`src/rtl/tdc_pkg.sv`:
```
package tdc_pkg;
    typedef enum logic [1:0] {
        TM_SLOW   = 2'd0,
        TM_SDR104 = 2'd1,
        TM_HS200  = 2'd2,
        TM_HS400  = 2'd3
    } timing_e;

    typedef enum logic [1:0] {
        ACT_NONE   = 2'd0,
        ACT_UP     = 2'd1,
        ACT_DOWN   = 2'd2,
        ACT_RETUNE = 2'd3
    } act_e;

    localparam int REQ_W        = 3;
    localparam int REQ_DOWN_BIT = 0;
    localparam int REQ_UP_BIT   = 1;
    localparam int REQ_ERR_BIT  = 2;
    localparam int CMD_DOWN_BIT = 0;
    localparam int CMD_UP_BIT   = 1;
endpackage

```
`src/rtl/tdc_gate.sv`:
```
module tdc_gate
    import tdc_pkg::*;
(
    input  logic       check_i,
    input  logic [1:0] timing_i,
    input  logic       four_tap_i,
    input  logic       busy_i,
    output logic       active_o,
    output logic       hs400_o
);
    logic mode_ok;

    always_comb begin
        hs400_o = (timing_i == TM_HS400);
        unique case (timing_i)
            TM_SDR104, TM_HS200: mode_ok = 1'b1;
            TM_HS400:            mode_ok = !four_tap_i;
            default:             mode_ok = 1'b0;
        endcase
        active_o = check_i && mode_ok && !busy_i;
    end
endmodule

```
`src/rtl/tdc_decide.sv`:
```
module tdc_decide
    import tdc_pkg::*;
(
    input  logic             active_i,
    input  logic             auto_i,
    input  logic             hs400_i,
    input  logic [REQ_W-1:0] req_i,
    input  logic [1:0]       cmd_i,
    output logic             clr_o,
    output act_e             act_o
);
    always_comb begin
        clr_o = 1'b0;
        act_o = ACT_NONE;
        if (active_i) begin
            if (auto_i) begin
                if (req_i[REQ_ERR_BIT]) begin
                    clr_o = 1'b1;
                    act_o = ACT_RETUNE;
                end
            end else if (req_i != '0) begin
                clr_o = 1'b1;
                if (hs400_i) begin
                    unique case ({cmd_i[CMD_UP_BIT], cmd_i[CMD_DOWN_BIT]})
                        2'b10:   act_o = ACT_UP;
                        2'b01:   act_o = ACT_DOWN;
                        2'b11:   act_o = ACT_RETUNE;
                        default: act_o = ACT_NONE;
                    endcase
                end else if (req_i[REQ_ERR_BIT]) begin
                    act_o = ACT_RETUNE;
                end else if (req_i[REQ_UP_BIT]) begin
                    act_o = ACT_UP;
                end else begin
                    act_o = ACT_DOWN;
                end
            end
        end
    end
endmodule

```
`src/rtl/tdc_tap_math.sv`:
```
module tdc_tap_math
    import tdc_pkg::*;
#(
    parameter int TAP_NUM = 8,
    parameter int TAP_W   = 3
) (
    input  logic [TAP_W-1:0] tap_i,
    input  act_e             act_i,
    input  logic             four_tap_i,
    output logic [TAP_W-1:0] tap_o,
    output logic [TAP_W-1:0] prog_o
);
    localparam logic [TAP_W-1:0] TAP_LAST = TAP_W'(TAP_NUM - 1);
    localparam bit POW2 = ((1 << TAP_W) == TAP_NUM);

    logic [TAP_W-1:0] up_v;
    logic [TAP_W-1:0] dn_v;

    generate
        if (POW2) begin : g_pow2
            always_comb begin
                up_v = tap_i + TAP_W'(1);
                dn_v = tap_i - TAP_W'(1);
            end
        end else begin : g_cmp
            always_comb begin
                up_v = (tap_i >= TAP_LAST) ? '0 : tap_i + TAP_W'(1);
                dn_v = (tap_i == '0) ? TAP_LAST : tap_i - TAP_W'(1);
            end
        end
    endgenerate

    always_comb begin
        unique case (act_i)
            ACT_UP:   tap_o = up_v;
            ACT_DOWN: tap_o = dn_v;
            default:  tap_o = tap_i;
        endcase
        prog_o = four_tap_i ? (tap_o >> 1) : tap_o;
    end
endmodule

```
`src/rtl/tap_drift_corrector.sv`:
```
module tap_drift_corrector
    import tdc_pkg::*;
#(
    parameter int TAP_NUM = 8,
    localparam int TAP_W  = (TAP_NUM > 2) ? $clog2(TAP_NUM) : 1
) (
    input  logic             clk,
    input  logic             rst_n,
    input  logic             check_req,
    input  logic [1:0]       timing_mode,
    input  logic             four_tap_en,
    input  logic             auto_en,
    input  logic             tune_busy,
    input  logic [REQ_W-1:0] req_flags,
    input  logic [1:0]       cmd_sense,
    input  logic [TAP_W-1:0] tap_cur,
    output logic             flag_clr,
    output logic             retune_req,
    output logic             tap_wr,
    output logic [TAP_W-1:0] tap_new,
    output logic [TAP_W-1:0] tap_prog
);
    typedef struct packed {
        logic             clr;
        logic             retune;
        logic             wr;
        logic [TAP_W-1:0] tap;
        logic [TAP_W-1:0] prog;
    } state_t;

    state_t st_d, st_q;

    logic             active_w;
    logic             hs400_w;
    logic             clr_w;
    act_e             act_w;
    logic [TAP_W-1:0] tap_w;
    logic [TAP_W-1:0] prog_w;

    tdc_gate i_gate (
        .check_i    (check_req),
        .timing_i   (timing_mode),
        .four_tap_i (four_tap_en),
        .busy_i     (tune_busy),
        .active_o   (active_w),
        .hs400_o    (hs400_w)
    );

    tdc_decide i_decide (
        .active_i (active_w),
        .auto_i   (auto_en),
        .hs400_i  (hs400_w),
        .req_i    (req_flags),
        .cmd_i    (cmd_sense),
        .clr_o    (clr_w),
        .act_o    (act_w)
    );

    tdc_tap_math #(
        .TAP_NUM (TAP_NUM),
        .TAP_W   (TAP_W)
    ) i_math (
        .tap_i      (tap_cur),
        .act_i      (act_w),
        .four_tap_i (four_tap_en),
        .tap_o      (tap_w),
        .prog_o     (prog_w)
    );

    always_comb begin
        st_d        = st_q;
        st_d.clr    = clr_w;
        st_d.retune = (act_w == ACT_RETUNE);
        st_d.wr     = (act_w == ACT_UP) || (act_w == ACT_DOWN);
        if (st_d.wr) begin
            st_d.tap  = tap_w;
            st_d.prog = prog_w;
        end
    end

    always_ff @(posedge clk) begin
        if (!rst_n) begin
            st_q <= '0;
        end else begin
            st_q <= st_d;
        end
    end

    assign flag_clr   = st_q.clr;
    assign retune_req = st_q.retune;
    assign tap_wr     = st_q.wr;
    assign tap_new    = st_q.tap;
    assign tap_prog   = st_q.prog;
endmodule

```
`config.mk`:
```
export PLATFORM = sky130hd
export DESIGN_NAME = tap_drift_corrector
export DESIGN_NICKNAME = d
export VERILOG_FILES = /design/src/rtl/tdc_pkg.sv /design/src/rtl/tdc_gate.sv /design/src/rtl/tdc_decide.sv /design/src/rtl/tdc_tap_math.sv /design/src/rtl/tap_drift_corrector.sv
export SDC_FILE = /design/constraint.sdc
export NUM_CORES = 1
export LEC_CHECK = 0
export ABC_AREA = 1
export ABC_CLOCK_PERIOD_IN_PS = 1900
export BUFFER_PORTS_ARGS = -buffer_cell sky130_fd_sc_hd__buf_4
export CAP_MARGIN = 5
export CORE_MARGIN = 5
export CORE_UTILIZATION = 30
export DETAILED_ROUTE_END_ITERATION = 6
export REMOVE_ABC_BUFFERS = 1
export SYNTH_ARGS = -nofsm -noshare
export SYNTH_HDL_FRONTEND = slang
export SYNTH_SLANG_ARGS = --single-unit
```
`constraint.sdc`:
```
create_clock -name clk -period 1.9 [get_ports clk]
set_input_delay 0.285 -clock clk [delete_from_list [all_inputs] [get_ports clk]]
set_output_delay 0.285 -clock clk [all_outputs]
set_load 0.01 [all_outputs]
```
Word-level counts from Yosys, hierarchy flattened
Index checks and enable logic that the tools add are counted.
{ "op_classes": {"add_sub_neg": 2, "eq_ne": 9, "reduce_logical": 8, "mux": 14} }
{ "ops": {"columns": ["operator", "n"], "rows": [
  ["2-bit 2-to-1 mux", 7],
  ["2-bit equality test, second input constant", 6],
  ["2-bit by 1-bit equality test with 1-bit output, second input constant", 3],
  ["2-bit one-hot mux with 3 select lines", 1],
  ["3-bit one-hot mux with 2 select lines", 1],
  ["3-bit by 1-bit adder with 3-bit output, second input constant", 1],
  ["1-bit 2-to-1 mux", 3],
  ["3-bit 2-to-1 mux", 1],
  ["3-bit nonzero test", 1],
  ["3-bit by 1-bit subtractor with 3-bit output, second input constant", 1],
  ["1-bit logical AND", 2],
  ["1-bit logical NOT", 2],
  ["1-bit one-hot mux with 2 select lines", 1],
  ["2-bit AND reduction", 1],
  ["2-bit OR reduction", 1],
  ["1-bit logical OR", 1]
]} }
{ "word_totals": {"output_inout_bits": 9, "ff_bits": 9} }

Logic depth before layout (Yosys ltp)
Gate-level depths: netlist of run 1.
{ "depth": {"ltp_word": 9, "mapped_depth": 16, "depth_no_buf": 16} }

Cells and area by module
From an unflattened synthesis of run 1, not the netlist that was laid out.
{ "unflattened": {"hier_cells": 102, "area_unflattened_um2": 635.6} }
{ "by_module_without_submodules": {"columns": ["mod", "cells_each", "seq_area_each_um2", "area_each_um2", "instances"], "rows": [
  ["tap_drift_corrector", 48, 180.2, 344.1, 1],
  ["tdc_tap_math", 26, 0.0, 156.4, 1],
  ["tdc_decide", 19, 0.0, 82.6, 1],
  ["tdc_gate", 9, 0.0, 52.6, 1]
]} }

Worst setup path before layout of run 1
No wires, ideal clock.
{ "synth_timing": {"path_type": "input-to-reg", "startpoint": "input port timing_mode[0]", "endpoint": "register st_q (netlist bit tap_prog[1])", "arrival_time_ns": 1.972, "n_path_buf": 0, "setup_ns": 0.070, "stages": 15, "slack_ns": -0.142, "cell_sequence": "inv_1 ha_1 o211ai_2 nor2_2 inv_1 nor2_1 ha_1 fa_1 inv_1 nand2_1 nand3_1 nand2_1 nand3_1 nand2_1 a21oi_1"} }
{ "synth_between": {"elab_chain_cells": 9, "elab_cells_between_ends": 16, "classes_between": "5 x eq/ne; 7 x mux; 4 x reduce/logical"} }
{ "synth_rtl": {"columns": ["element", "line", "rtl"], "rows": [
  ["start: declaration", "tap_drift_corrector.sv:10", "input logic [1:0] timing_mode,"],
  ["2-bit by 1-bit equality test with 1-bit output or 2-bit equality test (tied branches)", "tdc_gate.sv:15", "unique case (timing_i)"],
  ["2-bit OR reduction", "tdc_gate.sv:15", null],
  ["1-bit one-hot mux with 2 select lines", "tdc_gate.sv:15", null],
  ["1-bit logical AND (2 in series)", "tdc_gate.sv:20", "active_o = check_i && mode_ok && !busy_i;"],
  ["2-bit 2-to-1 mux *", "tdc_decide.sv:15", "if (active_i) begin"],
  ["2-bit equality test or 2-bit by 1-bit equality test with 1-bit output (tied branches)", "tdc_tap_math.sv:34, tap_drift_corrector.sv:74", null],
  ["3-bit one-hot mux with 2 select lines", "tdc_tap_math.sv:34", "unique case (act_i)"],
  ["3-bit 2-to-1 mux", "tdc_tap_math.sv:39", "prog_o = four_tap_i ? (tap_o >> 1) : tap_o;"],
  ["end signal: assignment", "tap_drift_corrector.sv:85", "st_q <= st_d;"],
  ["end: declaration", "tap_drift_corrector.sv:31", "state_t st_d, st_q;"]
]} }
Mark *: on every way between the ends. The rest lies on a longest branch, timed or not.
A chain may end at the register's enable or synchronous reset.

Final worst setup path of run 1
{ "layout_timing": {"startpoint": "input port timing_mode[1]", "endpoint": "register st_q (netlist bit tap_prog[1])"} }
The elaborated chain is that of the path after synthesis.

==> flow_summary.yaml, run 1 <==
outcome:
  status: "complete, no violations"
clocking:
  clk_pin_slew_ps: 60
  clock_latency_ps: 260
  cts_made_buffers: 3
  holdBufCountCts: 0
  cts.sinks: 9
  cts_tree: "done"
  cts_max_level: 1
  cts_max_path_buffers: 2
  cts-root-buf: "clkbuf_4"
critical_path:
  ff2ff_path_depth: 3
  worstPathArrival_ps: 2050
  reg2reg_slack_ps: 1290
  crit_type: "primary input to register"
  r2r_end: "tap_new[0]$_SDFFE_PN0N_"
  crit_required_ps: 2090
  cp-startpoint: "timing_mode[1]"
  setup.worst_path.end_class: "register"
  path_cells: "buf_8 > ha_4 > inv_2 > nor2_2 > o211ai_2 > nor2_2 > nand2_2 > ha_4 > fa_2 > inv_2 > nand2_2 > nand3_2 > nand2_1 > nand3_1 > nand2_1 > a21oi_1"
  reg2reg_from: "tap_new[0]$_SDFFE_PN0N_"
  cpPeakStageDelay_ps: 390
  crit_path_max_fanout: 4
  cp_slowest_cell: "fa_2"
  crit_path_start_kind: "primary input"
final_layout:
  antennaDiodeCount: 0
  areaGrowthSynthToFinish_pct: 75.3
  final_nets: 142
  layout-drive-gt1-share: 0.517
  n_fill_cell: 183
  stdcell_count: 145
  fin_util: 0.554
  final_common_cell: "buf_4"
  design_area_um2: 967
  final_cell_mix: "35 x buf_4, 19 x nand2_1, 9 x dfxtp_1, 8 x inv_1, 7 x a21oi_1"
logic_synthesis:
  synth_top_area_cell: "dfxtp_1"
  yosysTopAreaCellShare: 0.327
  synth.avg_cell_area_um2: 6.90
  synth_area_um2: 552
  ys_warn_count: 0
  synth.distinct_cells: 18
  synth_seq_cells: 9
  ys_seq_area_frac: 0.327
  synthTopCellsByArea: "dfxtp_1 33%, nand2_1 16%, ha_1 9.1%"
  netlist_instances: 80
floorplanning:
  start_util: 0.316
  die_x_um: 52.9
  die_h_um: 52.9
  rows: 15
  core_area_um2: 1750
  io_pins: 25
  die_area_um2: 2800
placement:
  dpl.cell_count: 139
  gp_congestion: 0.842
  placed_area_um2: 841
  dp_slack_ps: -368
  portBuffers: 24
  dp_hpwl_um: 1090
routing:
  ant_nets: 0
  drt_wl_total_um: 1470
  viasPerCell: 4.35
  wl_met1_um: 569
  drc: 0
  wl_per_cell_um: 10.1
  drt_iter0_drc: 7
  wl_met3_um: 112
  topRoutingLayerUsed: "met4"
  drtPass1Iterations: 4
  num_vias: 631
  dr_wl_met2_um: 763
min_path:
  hp-start: "rst_n"
  hold_path.class: "primary input to register"
  hold_end: "retune_req$_SDFF_PN0_"
  hold_depth: 3
timing:
  max_slew.worst_pin.slew_ps: 282
  hold_violations: 0
  finalClockSkew_ps: 0
  drv_slew: 0
  tns_ps: 0
  max_clock_freq_mhz: 536
  rsz0062_at_grt: "true"
  relSlewSlack: 0.812
  whs_ps: 217
  setup_viol: 0
  fin_crit_sh: 0.982
  finalCriticalPeriod_ps: 1870
  worst_slack_ps: 34.8
power:
  ir_drop_uv: 201
  p_per_area_nw_per_um2: 516
  power.total_uw: 499
  leakagePower_nw: 0.479
global_route:
  grt_pass1_wl_um: 2220
  grt_pass1_vias: 607
  overflow: 0
  grt_start_max_net_pins: 9
  grt_usage: 0.104
  antenna_found_initial: 0
job:
  maxCapViolations: 0
-- worst max path at each step --
stage                          endpoint  slack [ps]  cells past startpoint
2_1_floorplan  tap_prog[1]$_SDFFE_PN0N_        -140                     15
3_3_place_gp   tap_prog[1]$_SDFFE_PN0N_        -320                     17
3_5_place_dp   tap_prog[1]$_SDFFE_PN0N_        -370                     17
6_report       tap_prog[1]$_SDFFE_PN0N_          30                     16
4_1_cts        tap_prog[1]$_SDFFE_PN0N_           3                     13
5_1_grt        tap_prog[1]$_SDFFE_PN0N_         -60                     16
-- cells by family (layout without fill, tap and decap cells) --
| logic type | count (synthesis) | count (layout) | synth area share |
|---|---|---|---|
| AO/OA/AOI/OAI | 13 | 13 | 0.143 |
| adder cells (fa/ha/maj) | 5 | 5 | 0.127 |
| buffers and inverters | 15 | 55 | 0.104 |
| flip-flops | 9 | 9 | 0.327 |
| AND/OR/NAND/NOR | 38 | 38 | 0.299 |
-- power breakdown --
part           total (mW)  internal (mW)  switching, mW
sequential          0.200          0.196        0.00337
combinational       0.152         0.0810         0.0706
clock               0.147         0.0809         0.0663
total               0.499          0.358          0.140
-- routing by layer --
layer / vias up / global-route usage
li1: 331 / -
met1: 274 / 0.113
met2: 22 / 0.190
met3: 4 / 0.0282
met4: 0 / 0.0383
met5: - / 0
-- layout make-up --
type / instances / area [um^2] / share of cell area
tap: 25 / 31.3 / 0.0323
timing repair buffer: 37 / 289 / 0.299
inverter: 14 / 52.6 / 0.0543
sequential: 9 / 180 / 0.186
multi-input combinational: 56 / 388 / 0.401
clock buffer: 4 / 26.3 / 0.0272
-- state kept, by name, summed over array words and instances (netlist names) --
name / cells
tap_prog: 3
tap_wr: 1
tap_new: 3
retune_req: 1
flag_clr: 1
-- critical path: cells and delay by family --
family,cells,cell delay [ps]
adder cells (fa/ha/maj),3,710
buffers and inverters,3,200
AND/OR/NAND/NOR,8,630
AO/OA/AOI/OAI,2,230
-- synthesized netlist by cell type (all sizes together) --
library cell,n
a221oi,1
o21a,1
nor2,8
nand4,1
inv,14
ha,4
a21oi,7
nand3,6
nand2,23
fa,1
dfxtp,9
o211ai,1
buf,1
o21ai,3
-- timing repair --
action / in CTS / in global routing
resized for setup: 5 / 18
setup endpoints to repair: 4 / 5
pin swaps: 0 / 14
setup buffers: 0 / 2
No activity file was read; power rests on OpenSTA's default activity.
==> run 2, diff against run 1 <==
- CORE_UTILIZATION: 30 -> 34
- TNS_END_PERCENT: default -> 5
==> run 2 against run 1 <==
  * Power decreased by 2.5%
  * Largest power group unchanged
  * Die area down 9.6%
  * Cell count fell by 5.5%
  * Highest routed layer unchanged
  * Critical path type unchanged
==> flow_summary.yaml, run 2 (synthesized netlist as in run 1, its figures left out) <==
outcome:
  status: "complete, no violations"
final_layout:
  areaGrowthSynthToFinish_pct: 70.5
  final_common_cell: "buf_4"
  final_cell_mix: "35 x buf_4, 19 x nand2_1, 9 x dfxtp_1, 8 x inv_1, 7 x a21oi_1"
  antennaDiodeCount: 0
  final_nets: 143
  n_fill_cell: 143
  layout-drive-gt1-share: 0.504
  stdcell_count: 137
power:
  p_switching_uw: 132
  power.internal_uw: 354
  ir_drop_uv: 195
  leakagePower_nw: 0.478
  netSwitchingFraction: 0.271
  combPwrFrac: 0.294
  pwr-share-seq: 0.411
  p_clk_frac: 0.295
  p_per_area_nw_per_um2: 517
clocking:
  cts_max_path_buffers: 2
  cts.sinks: 9
  clk_pin_slew_ps: 60
  cts_made_buffers: 3
  holdBufCountCts: 0
  clock_latency_ps: 250
  cts_tree: "done"
  cts-root-buf: "clkbuf_4"
  cts_max_level: 1
routing:
  wl_per_cell_um: 10.2
  drc: 0
  num_vias: 641
  viasPerCell: 4.68
  drt_iter0_drc: 6
  ant_nets: 0
  drt_wl_total_um: 1390
  drtPass1Iterations: 4
timing:
  relSlewSlack: 0.786
  finalCriticalPeriod_ps: 1850
  rsz0062_at_grt: "true"
  fin_crit_sh: 0.972
  max_slew.worst_pin.slew_ps: 321
  hold_violations: 0
  finalClockSkew_ps: 0
  whs_ps: 216
  drv_slew: 0
  max_clock_freq_mhz: 541
  setup_viol: 0
placement:
  dpl.cell_count: 126
  portBuffers: 24
  dp_hpwl_um: 1110
  gp_congestion: 0.744
global_route:
  grt_use_met2: 0.247
  top_usage_layer: "met2"
  grt_usage: 0.128
  grt_pass1_wl_um: 2620
  grt_pass1_vias: 696
  overflow: 0
  antenna_found_initial: 0
  grt.met3_usage: 0.0207
  grt_start_max_net_pins: 9
  grt_use_met1: 0.129
critical_path:
  worst-path-buf-inv: 4
  cpPeakStageDelay_ps: 370
  crit_path_start_kind: "primary input"
  path_cells: "buf_6 > inv_2 > ha_4 > o211ai_2 > nor2_2 > inv_2 > nor2_2 > ha_2 > fa_2 > inv_2 > nand2_2 > nand3_2 > nand2_1 > nand3_1 > nand2_1 > a21oi_1"
  crit_path_max_fanout: 3
  worstPathArrival_ps: 2040
  path_common_cell: "inv_2"
  cp_slowest_cell: "fa_2"
  setup.worst_path.end_class: "register"
  crit_family: "adder cells"
  crit_required_ps: 2090
  crit_type: "primary input to register"
floorplanning:
  die_area_um2: 2530
  die_x_um: 50.3
  start_util: 0.362
  io_pins: 25
  die_h_um: 50.3
  core_area_um2: 1520
  rows: 14
min_path:
  hold_path.class: "primary input to register"
job:
  maxCapViolations: 0
-- run 2: cell count changes in the layout (fill, tap and decap cells not counted), sizes merged --
cell and delta:
buf +1
-- run 2: what timing repair did --
item,CTS,global route
setup buffers,8,0
setup endpoints to repair,4,5
pin swaps,12,7
resized for setup,15,4
-- run 2: stage by stage --
step | setup WS [ps] | cell area (um^2) | setup TNS, ps | util | power [mW]
floorplan | -142 | 547 | -383 | - | 0.261
global placement | -321 | 800 | -1230 | 0.525 | 0.321
detailed placement | -407 | 800 | -1680 | 0.525 | 0.324
CTS | 8.20 | 938 | 0 | 0.616 | 0.491
global route | -54.9 | 941 | -139 | 0.617 | 0.520
finish | 53.0 | 941 | 0 | 0.617 | 0.486
-- run 2: routing by layer --
| metal | vias up | part of all wire |
|---|---|---|
| li1 | 333 | - |
| met1 | 280 | 0.39 |
| met2 | 24 | 0.53 |
| met3 | 4 | 0.064 |
| met4 | 0 | 0.019 |
| met5 | - | 0 |
-- run 2: final cells by class --
class / count / area [um^2] / share of cell area
clock buffer: 4 / 26.3 / 0.0279
inverter: 14 / 52.6 / 0.0559
multi-input combinational: 56 / 362 / 0.384
sequential: 9 / 180 / 0.191
tap: 16 / 20.0 / 0.0213
timing repair buffer: 38 / 300 / 0.319
-- run 2: final timing paths --
check | from | end | slack [ps] | cells after the start
hold / removal | rst_n | retune_req$_SDFF_PN0_ | 220 | 3
setup / recovery | timing_mode[1] | tap_prog[1]$_SDFFE_PN0N_ | 50 | 16
hold reg to reg | tap_new[1]$_SDFFE_PN0N_ | tap_new[1]$_SDFFE_PN0N_ | 470 | 2
setup reg to reg | tap_new[0]$_SDFFE_PN0N_ | tap_new[0]$_SDFFE_PN0N_ | 1290 | 3
-- run 2: tightest hold or removal path, delay by kind of cell --
kind	cells	cell delay (ps)
AND/OR/NAND/NOR	1	40
buffers and inverters	2	120
-- run 2: power by group through the flow --
stage	Combinational (mW)	Clock [mW]	Sequential, mW
3_3_place_gp	0.117	0	0.204
2_1_floorplan	0.0533	0	0.208
5_1_grt	0.159	0.160	0.201
6_report	0.143	0.143	0.200
3_5_place_dp	0.120	0	0.204
4_1_cts	0.143	0.148	0.200
